--- config.mk ---
export PLATFORM = sky130hd
export DESIGN_NAME = cpump_mode_ctrl
export DESIGN_NICKNAME = d
export VERILOG_FILES = /design/src/rtl/cpump_pkg.sv /design/src/rtl/cpump_window.sv /design/src/rtl/cpump_gain_lut.sv /design/src/rtl/cpump_mode_ctrl.sv
export SDC_FILE = /design/constraint.sdc
export NUM_CORES = 1
export LEC_CHECK = 0
export BUFFER_PORTS_ARGS = -buffer_cell sky130_fd_sc_hd__buf_2
export CELL_PAD_IN_SITES_DETAIL_PLACEMENT = 0
export CELL_PAD_IN_SITES_GLOBAL_PLACEMENT = 1
export CORE_MARGIN = 5
export CORE_UTILIZATION = 23
export DETAILED_ROUTE_END_ITERATION = 16
export GPL_TIMING_DRIVEN = 0
export HOLD_SLACK_MARGIN = 0.12
export PLACE_DENSITY = 0.78
export REMOVE_ABC_BUFFERS = 1
export SKIP_LAST_GASP = 1
export SLEW_MARGIN = 20
export SYNTH_ARGS = -nofsm -noshare
export SYNTH_HDL_FRONTEND = slang
export SYNTH_SLANG_ARGS = --single-unit
--- constraint.sdc ---
create_clock -name clk -period 0.8 [get_ports clk]
set_input_delay 0.16 -clock clk [delete_from_list [all_inputs] [get_ports clk]]
set_output_delay 0.16 -clock clk [all_outputs]
set_load 0.02 [all_outputs]
--- src/rtl/cpump_pkg.sv ---
package cpump_pkg;
    localparam int MAG_W     = 8;
    localparam int NPUMP     = 3;
    localparam int LOW_DIV   = 3;   // low-gain codes use one third of the current
    localparam int AUX_BASE  = 3;   // half units
    localparam int PROP_BASE = 6;
    localparam int FAST_BASE = 30;
    localparam int INT_BASE  = 72;

    typedef logic [MAG_W-1:0] mag_t;

    typedef enum int {PUMP_AUX = 0, PUMP_PROP = 1, PUMP_INT = 2} pump_idx_e;

    typedef struct packed {
        logic int_off;   // code bit 1
        logic low_gain;  // code bit 0
    } gain_t;

    typedef struct packed {
        logic en;
        mag_t mag;
    } pump_t;

    typedef struct packed {
        mag_t aux;
        mag_t prop;
        mag_t prop_fast;
        mag_t integ;
    } mag_set_t;

    function automatic mag_t scale(input int base, input logic low);
        int v;
        v = low ? base / LOW_DIV : base;
        return mag_t'(v);
    endfunction

    function automatic mag_set_t lookup(input gain_t g);
        mag_set_t m;
        m.aux       = scale(AUX_BASE, g.low_gain);
        m.prop      = scale(PROP_BASE, g.low_gain);
        m.prop_fast = scale(FAST_BASE, g.low_gain);
        m.integ     = g.int_off ? '0 : scale(INT_BASE, g.low_gain);
        return m;
    endfunction
endpackage

--- src/rtl/cpump_window.sv ---
module cpump_window (
    input  logic clk,
    input  logic rst,
    input  logic stb,
    input  logic is_tune,
    input  logic pd,
    output logic win_next
);
    logic stb_q;
    logic win_q;

    // opens on a qualified strobe rise, follows the strobe level afterwards
    always_comb begin
        win_next = stb && !pd && (win_q || (!stb_q && is_tune));
    end

    always_ff @(posedge clk) begin
        if (rst) begin
            stb_q <= 1'b0;
            win_q <= 1'b0;
        end else begin
            stb_q <= stb;
            win_q <= win_next;
        end
    end
endmodule

--- src/rtl/cpump_gain_lut.sv ---
module cpump_gain_lut
    import cpump_pkg::*;
(
    input  logic [1:0] code,
    output mag_set_t   mags
);
    gain_t g;
    always_comb begin
        g    = gain_t'(code);
        mags = lookup(g);
    end
endmodule

--- src/rtl/cpump_mode_ctrl.sv ---
module cpump_mode_ctrl
    import cpump_pkg::*;
(
    input  logic             clk,
    input  logic             rst,
    input  logic [1:0]       gain_code,
    input  logic             fast_hold,
    input  logic             fast_inhibit,
    input  logic             load_stb,
    input  logic             load_is_tune,
    input  logic             pwr_down,
    output logic             aux_en,
    output logic [MAG_W-1:0] aux_mag,
    output logic             prop_en,
    output logic [MAG_W-1:0] prop_mag,
    output logic             int_en,
    output logic [MAG_W-1:0] int_mag,
    output logic             fast_active
);
    logic     win_next;
    logic     fast_next;
    logic     fast_q;
    mag_set_t mags;
    gain_t    g;
    pump_t    pump_d [NPUMP];
    pump_t    pump_q [NPUMP];

    cpump_window u_win (
        .clk      (clk),
        .rst      (rst),
        .stb      (load_stb),
        .is_tune  (load_is_tune),
        .pd       (pwr_down),
        .win_next (win_next)
    );

    cpump_gain_lut u_lut (
        .code (gain_code),
        .mags (mags)
    );

    always_comb begin
        g         = gain_t'(gain_code);
        // inhibit has priority over hold
        fast_next = !pwr_down && !fast_inhibit && (fast_hold || win_next);

        pump_d[PUMP_AUX].en   = !pwr_down;
        pump_d[PUMP_AUX].mag  = mags.aux;
        pump_d[PUMP_PROP].en  = !pwr_down;
        pump_d[PUMP_PROP].mag = fast_next ? mags.prop_fast : mags.prop;
        pump_d[PUMP_INT].en   = fast_next && !g.int_off;
        pump_d[PUMP_INT].mag  = mags.integ;
    end

    for (genvar i = 0; i < NPUMP; i++) begin : g_pump
        always_ff @(posedge clk) begin
            if (rst) pump_q[i] <= '0;
            else     pump_q[i] <= pump_d[i];
        end
    end

    always_ff @(posedge clk) begin
        if (rst) fast_q <= 1'b0;
        else     fast_q <= fast_next;
    end

    assign aux_en      = pump_q[PUMP_AUX].en;
    assign aux_mag     = pump_q[PUMP_AUX].mag;
    assign prop_en     = pump_q[PUMP_PROP].en;
    assign prop_mag    = pump_q[PUMP_PROP].mag;
    assign int_en      = pump_q[PUMP_INT].en;
    assign int_mag     = pump_q[PUMP_INT].mag;
    assign fast_active = fast_q;
endmodule

Word-level counts from Yosys, hierarchy flattened

Memories as Yosys holds them, arrays and structs flattened.
Index checks and enable logic that the tools add are counted.

Muxes and demuxes: 12
Reduce and logical (&&, ||, !) cells: 12
Bitwise logic cells: 3

Operator list:

| kind              | count |
|---|---|
| $mux 9            | 3 |
| $mux 8            | 2 |
| $mux 7            | 1 |
| $logic_and 1x1->1 | 6 |
| $mux 5            | 1 |
| $logic_not 1->1   | 4 |
| $mux 1            | 3 |
| $mux 3            | 1 |
| $or 1x1->1        | 3 |
| $logic_or 1x1->1  | 2 |
| $mux 2            | 1 |

Bits in writable memories: 27
Register bits after elaboration: 3
Logic and storage cells: 31
Memories: 1

Memory list:

| name   | depth | width | rd ports | clocked after Yosys merged registers in | write ports | RTL line              | RTL |
|---|---|---|---|---|---|---|---|
| pump_q | 3     | 9     | 3        | 0                                       | 3           | cpump_mode_ctrl.sv:26 | `pump_t pump_q [NPUMP];` |

Longest topological paths before layout

Gate-level depths: netlist (run 1).

Word-level depth: 8
Depth in mapped cells: 4
Depth with buffers taken out: 3

Modules after synthesis

From an unflattened synthesis (run 1), not the netlist that was laid out.

Cells, all modules: 118
Area, all modules: 1,193.6 µm²

By module, submodules not included:

| module          | sequential area each (µm²) | instances | cells an instance | area each (µm²) |
|---|---|---|---|---|
| cpump_mode_ctrl | 540.5                      | 1         | 76                | 875.8 |
| cpump_gain_lut  | 0.0                        | 1         | 34                | 237.7 |
| cpump_window    | 40.0                       | 1         | 8                 | 80.1 |

Worst setup path before layout (run 1)

OpenSTA, ideal clock, no wires.

Path type: flip-flop to flip-flop
Start point: register u_win.win_q
End point: memory pump_q[1][4] (netlist bit)
Cell stages (with the launch flop): 4
Data arrival time: 0.708 ns
Slack: -0.028 ns
Path buffers: 0
Period minus slack after synthesis: 0.828 ns
Cell sequence: dfxtp_1 or2_1 o221ai_2 nor2_1

RTL lines:

| element                | RTL line              | RTL |
|---|---|---|
| start, declared        | cpump_window.sv:10    | `logic win_q;` |
| start signal, assigned | cpump_window.sv:23    | `win_q <= win_next;` |
| end, declared          | cpump_mode_ctrl.sv:26 |  |

==> results of run 1 <==
## metal layers
layer,routed length [um],up-vias,global-route usage (%)
met5,0,-,0
met4,0,0,1.04
met3,155,0,3.71
met2,474,29,11.1
met1,328,143,5.97
li1,-,162,-
## critical path, cell delays in order, from the launching register on
cell and delay (ns):
dfxtp_2 0.32, or2_1 0.23, o221ai_2 0.20, nor2_1 0.08
## placed cells by master, fill, tap and decap left out, drive strengths merged, types with 2 or more instances in the layout
cell type,instances
nor2b,2
nor2,6
dfxtp,11
buf,21
dlygate4sd3,4
nor3,2
inv,2
conb,15
clkbuf,4
## final timing paths
path                                              from                 endpoint
worst min-delay path                      gain_code[1]  pump_q[2][6]$_SDFF_PP0_
worst min register to register  u_win.win_q$_SDFF_PP0_   u_win.win_q$_SDFF_PP0_
worst max-delay path            u_win.win_q$_SDFF_PP0_  pump_q[1][4]$_SDFF_PP0_
worst max register to register  u_win.win_q$_SDFF_PP0_  pump_q[1][4]$_SDFF_PP0_
## sequential cells by signal, summed over array words and instances (netlist names)
name and count:
pump_q 9, u_win.stb_q 1, u_win.win_q 1
## cell families after synthesis
group / after synthesis / synth area share (%)
other: 1 / 0.778
buffers and inverters: 22 / 33.5
AND/OR/NAND/NOR: 13 / 15.8
flip-flops: 11 / 45.7
AO/OA/AOI/OAI: 2 / 4.15
## through the flow
step | area [um^2] | hold slack, ns | setup WS, ns | std cells | utilization (%)
after floorplan | 380 | 0.217 | -0.0279 | 43 | -
after global placement | 519 | 0.360 | -0.0881 | 91 | 26.2
after detailed placement | 519 | 0.355 | -0.112 | 91 | 26.2
after CTS | 687 | 0.145 | -0.141 | 100 | 34.7
after global routing | 692 | 0.101 | -0.197 | 100 | 34.9
final | 692 | 0.0814 | -0.156 | 100 | 34.9
## area by class of cell
class	count	area share (%)
timing repair buffer	26	34.5
sequential	11	33.6
multi-input combinational	30	22.1
tap	27	4.88
clock buffer	4	3.80
inverter	2	1.08
## power breakdown
group	leakage, nW	internal, mW	total [mW]	switching [mW]
logic	0.238	0.0945	0.238	0.144
clock network	0.0150	0.192	0.359	0.167
registers	0.0941	0.574	0.587	0.0131
## repair_timing
action / CTS / global route
endpoints found under the setup margin: 16 / 20
cloned: 0 / 0
hold buffers: 5 / 2
gates resized for setup: 34 / 3
endpoints found under the hold margin: 7 / 4
pin swaps: 0 / 2
==> metrics, run 1 <==
Avg WL per Cell 9.58 um; final WL 958 um; initial DRC count 2; outcome finished with violations; PwrDens 1710 nW/um^2; Hold Crit Depth 2; Post-Syn Instances 49; worst-skew pair later-pin latency 0.26 ns; Max Clock Skew 0.00681 ns; synth top area cells dfxtp_1, buf_4, nor2_1; FF/Latch Area 233 um^2; Remaining DRCs 0; Setup Fix Bufs, Post-CTS 0; NumNets Final 83; area of the multi-input gates 153 um^2; Yosys Warn Count 0; Pre-antenna DRT Iters 2; Worst R2R Path Depth 3; CTS sink cnt 11; HPWL reported at the end of detailed placement 658 um; Cell variety after synth 14; largest net degree at the start of global routing 9; Yosys top cell area share 45.7%; core area 1980 um^2; CP Capture Type flip-flop; static leakage 0.347 nW; fin crit period 0.956 ns; RSZ-0062 raised after global routing yes; failing checks setup timing; CTS clock-pin slew for the worst setup and hold paths 0.07 ns; total power 1.18 mW; CTS Buf Count 3; # setup viols final 16; Synth Register Bits 11; most instantiated library cell after synthesis buf_4; CTS tree built; Synth-to-Final Area Change 43.6%; Max Cap Viol 0; clock root buffer clkbuf_4; via count 334; antenna violations before repair 0; PortBufs 21; grt total ovfl 0; startpoint types flip-flop; gr usage total 6.13%; area leader, netlist dfxtp_1; Final WS setup -0.156 ns; setup TNS -1.32 ns; syn avg cell area 9.83 um^2; vias in the first global route 337; Max FO, Critical Path 3; fin crit share 119%; Mapped Area 482 um^2; fin. max-slew vios 0; Crit Path Category flip-flop to flip-flop; gpl congestion 0.736; Hold WC Path Type primary input to flip-flop; ys flop type dfxtp_1; Die X 55.8 um; Layout fillers 198; maximum VDD drop 0.647 mV; drt via density 3.34; Ant. Diodes 0; CTS Buffer Depth 2; Reg2Reg Setup Slack -0.16 ns; first-pass GRT wire length 1480 um; sequential fraction of the synthesis area 45.7%; H-tree depth 1; Final Hold Viols 0; chip height 55.8 um; Max Freq 1050 MHz; fraction of layout cells with a size suffix above 1 49.3%; Top Ports 37; Synth async-reset ratio 0%; Worst Path Arrival 1.09 ns; number of synthesized flops with an enable pin 0; Initial Utilization 24.3%; die area 3110 um^2; Final ANT Viol Nets 0; Req. time, crit path 0.94 ns; commonest cells in the synthesized netlist buf_4, dfxtp_1, nor2_1, inv_1, nor2b_1; Placement Rows 16
Note: power is estimated with default switching activity, not from simulation.
==> run 2: changes to the inputs <==
--- a/config.mk
+++ b/config.mk
@@ -17,3 +17,2 @@
 export REMOVE_ABC_BUFFERS = 1
-export SKIP_LAST_GASP = 1
 export SLEW_MARGIN = 20
@@ -22 +21,2 @@
 export SYNTH_SLANG_ARGS = --single-unit
+export TNS_END_PERCENT = 1
==> constraint.sdc (replaced) <==
create_clock -name clk -period 0.8 [get_ports clk]
set_input_delay 0 -clock clk [delete_from_list [all_inputs] [get_ports clk]]
set_output_delay 0 -clock clk [all_outputs]
set_load 0.02 [all_outputs]
==> metrics, run 2 (same netlist as run 1, synthesis figures left out) <==
outcome finished with violations; failing checks setup timing; CP max stage delay 0.31 ns; highest metal used met3; Final WS setup -0.135 ns; Max Cap Viol 0; initial DRC count 1; Met3 Wirelength 161 um; R2R Path End pump_q[1][4]$_SDFF_PP0_; max reg flops 9; gpl congestion 0.736; largest net degree at the start of global routing 8; Hold WC Path Type primary input to flip-flop; placed inst area 519 um^2; Pre-antenna DRT Iters 2; Max Clock Skew 0.00911 ns; antenna violations before repair 0; worst-skew pair later-pin latency 0.26 ns; Worst R2R Path Depth 3; Final Hold Viols 0; most frequent cells in the layout buf_2, conb_1, dfxtp_1; first-pass GRT wire length 1310 um; clock root buffer clkbuf_4; fin. max-slew vios 0; Ant. Diodes 0; Final ANT Viol Nets 0; Worst Setup SP u_win.win_q$_SDFF_PP0_; startpoint types flip-flop; Max Freq 1070 MHz; Placement Rows 16; Hold Crit Depth 4; hold slack 0.0433 ns; gr usage total 5.37%; PortBufs 21; CP Cell Sequence or2_1 > o221ai_2 > nor2_1; CP Capture Type flip-flop; fin crit share 117%; worst slack at placement -0.112 ns; grt total ovfl 0; Remaining DRCs 0; CTS Buf Count 3; reg2reg start u_win.win_q$_SDFF_PP0_; static leakage 0.322 nW; post-route cell area 607 um^2; CTS tree built; Largest regs pump_q (9), u_win.stb_q (1), u_win.win_q (1); core area 1980 um^2; fraction of layout cells with a size suffix above 1 37.0%; Synth-to-Final Area Change 26.0%; HPWL reported at the end of detailed placement 658 um; Initial Utilization 24.3%; RSZ-0062 raised after global routing yes; via count 317; Worst Setup EP pump_q[1][4]$_SDFF_PP0_; Die X 55.8 um; H-tree depth 1; # setup viols final 5; Crit Path Category flip-flop to flip-flop; NumNets Final 83; FF/Latch Area 221 um^2; fin crit period 0.935 ns; Max FO, Critical Path 3; Layout fillers 211; commonest non-fill, non-tap cell in the layout buf_2; vias in the first global route 295; maximum VDD drop 0.648 mV; Avg WL per Cell 7.98 um; final WL 798 um; CTS Buffer Depth 2; chip height 55.8 um; drt via density 3.17; CTS sink cnt 11; total power 1.14 mW; die area 3110 um^2; met2 WL 316 um; Reg2Reg Setup Slack -0.13 ns; Setup Fix Bufs, Post-CTS 0; slowest CP cell dfxtp_1; Worst Path Arrival 1.07 ns; Largest Register pump_q; Top Ports 37; area of the multi-input gates 153 um^2; Req. time, crit path 0.94 ns; wl on met1 320 um; CTS clock-pin slew for the worst setup and hold paths 0.07 ns; PwrDens 1880 nW/um^2
## run 2: cell types whose count changed in the layout (fill, tap and decap cells not counted)
cell / change
buf_2: +9
buf_4: +4
buf_6: -13
dfxtp_1: +9
dfxtp_2: -9
dlygate4sd3_1: +1
dlymetal6s4s_1: -1
## run 2: power by group
group / switching [mW] / total, mW / internal [mW] / leakage (nW)
Sequential: 0.00615 / 0.576 / 0.570 / 0.0909
Combinational: 0.143 / 0.210 / 0.0668 / 0.216
Clock: 0.164 / 0.356 / 0.192 / 0.0150
Total: 0.313 / 1.14 / 0.829 / 0.322
## run 2: worst max-delay path, delay by kind of cell (launching register included)
| family | cells | cell delay, ns |
|---|---|---|
| and+or+nand+nor | 2 | 0.30 |
| DFF | 1 | 0.31 |
| AOI/OAI and AO/OA | 1 | 0.20 |
## run 2: stage by stage
stage | utilization [%] | TNS, ns | instances
final | 30.6 | -0.494 | 100
after global routing | 30.6 | -0.797 | 100
after CTS | 29.0 | -0.508 | 98
after detailed placement | 26.2 | -0.312 | 91
after global placement | 26.2 | -0.258 | 91
after floorplan | - | -0.0827 | 43
## run 2: layout make-up
cell class	instances	share of cell area [%]
Sequential cell	11	36.5
Tap cell	27	5.57
Clock buffer	4	4.33
Timing Repair Buffer	26	27.2
Multi-Input combinational cell	30	25.2
Inverter	2	1.24
## run 2: worst min path at each step
stage	from	endpoint	slack, ns
finish	fast_inhibit	pump_q[1][3]$_SDFF_PP0_	0.04
global route	fast_inhibit	pump_q[1][3]$_SDFF_PP0_	0.06
CTS	load_stb	u_win.stb_q$_SDFF_PP0_	-0.05
detailed placement	gain_code[1]	pump_q[2][6]$_SDFF_PP0_	0.19
global placement	gain_code[1]	pump_q[2][8]$_SDFF_PP0_	0.20
floorplan	rst	pump_q[0][0]$_DFF_P_	0.06
## run 2: layer usage
layer / vias to the layer above / track usage, %
met5: - / 0
met4: 0 / 1.04
met3: 0 / 4.64
met2: 27 / 7.77
met1: 126 / 5.97
li1: 164 / -
## run 2: timing repair
item	4_1_cts	5_1_grt
gates cloned	0	0
setup endpoints to repair	3	11
hold endpoints to repair	11	10
resized for setup	0	5
hold buffers	3	3
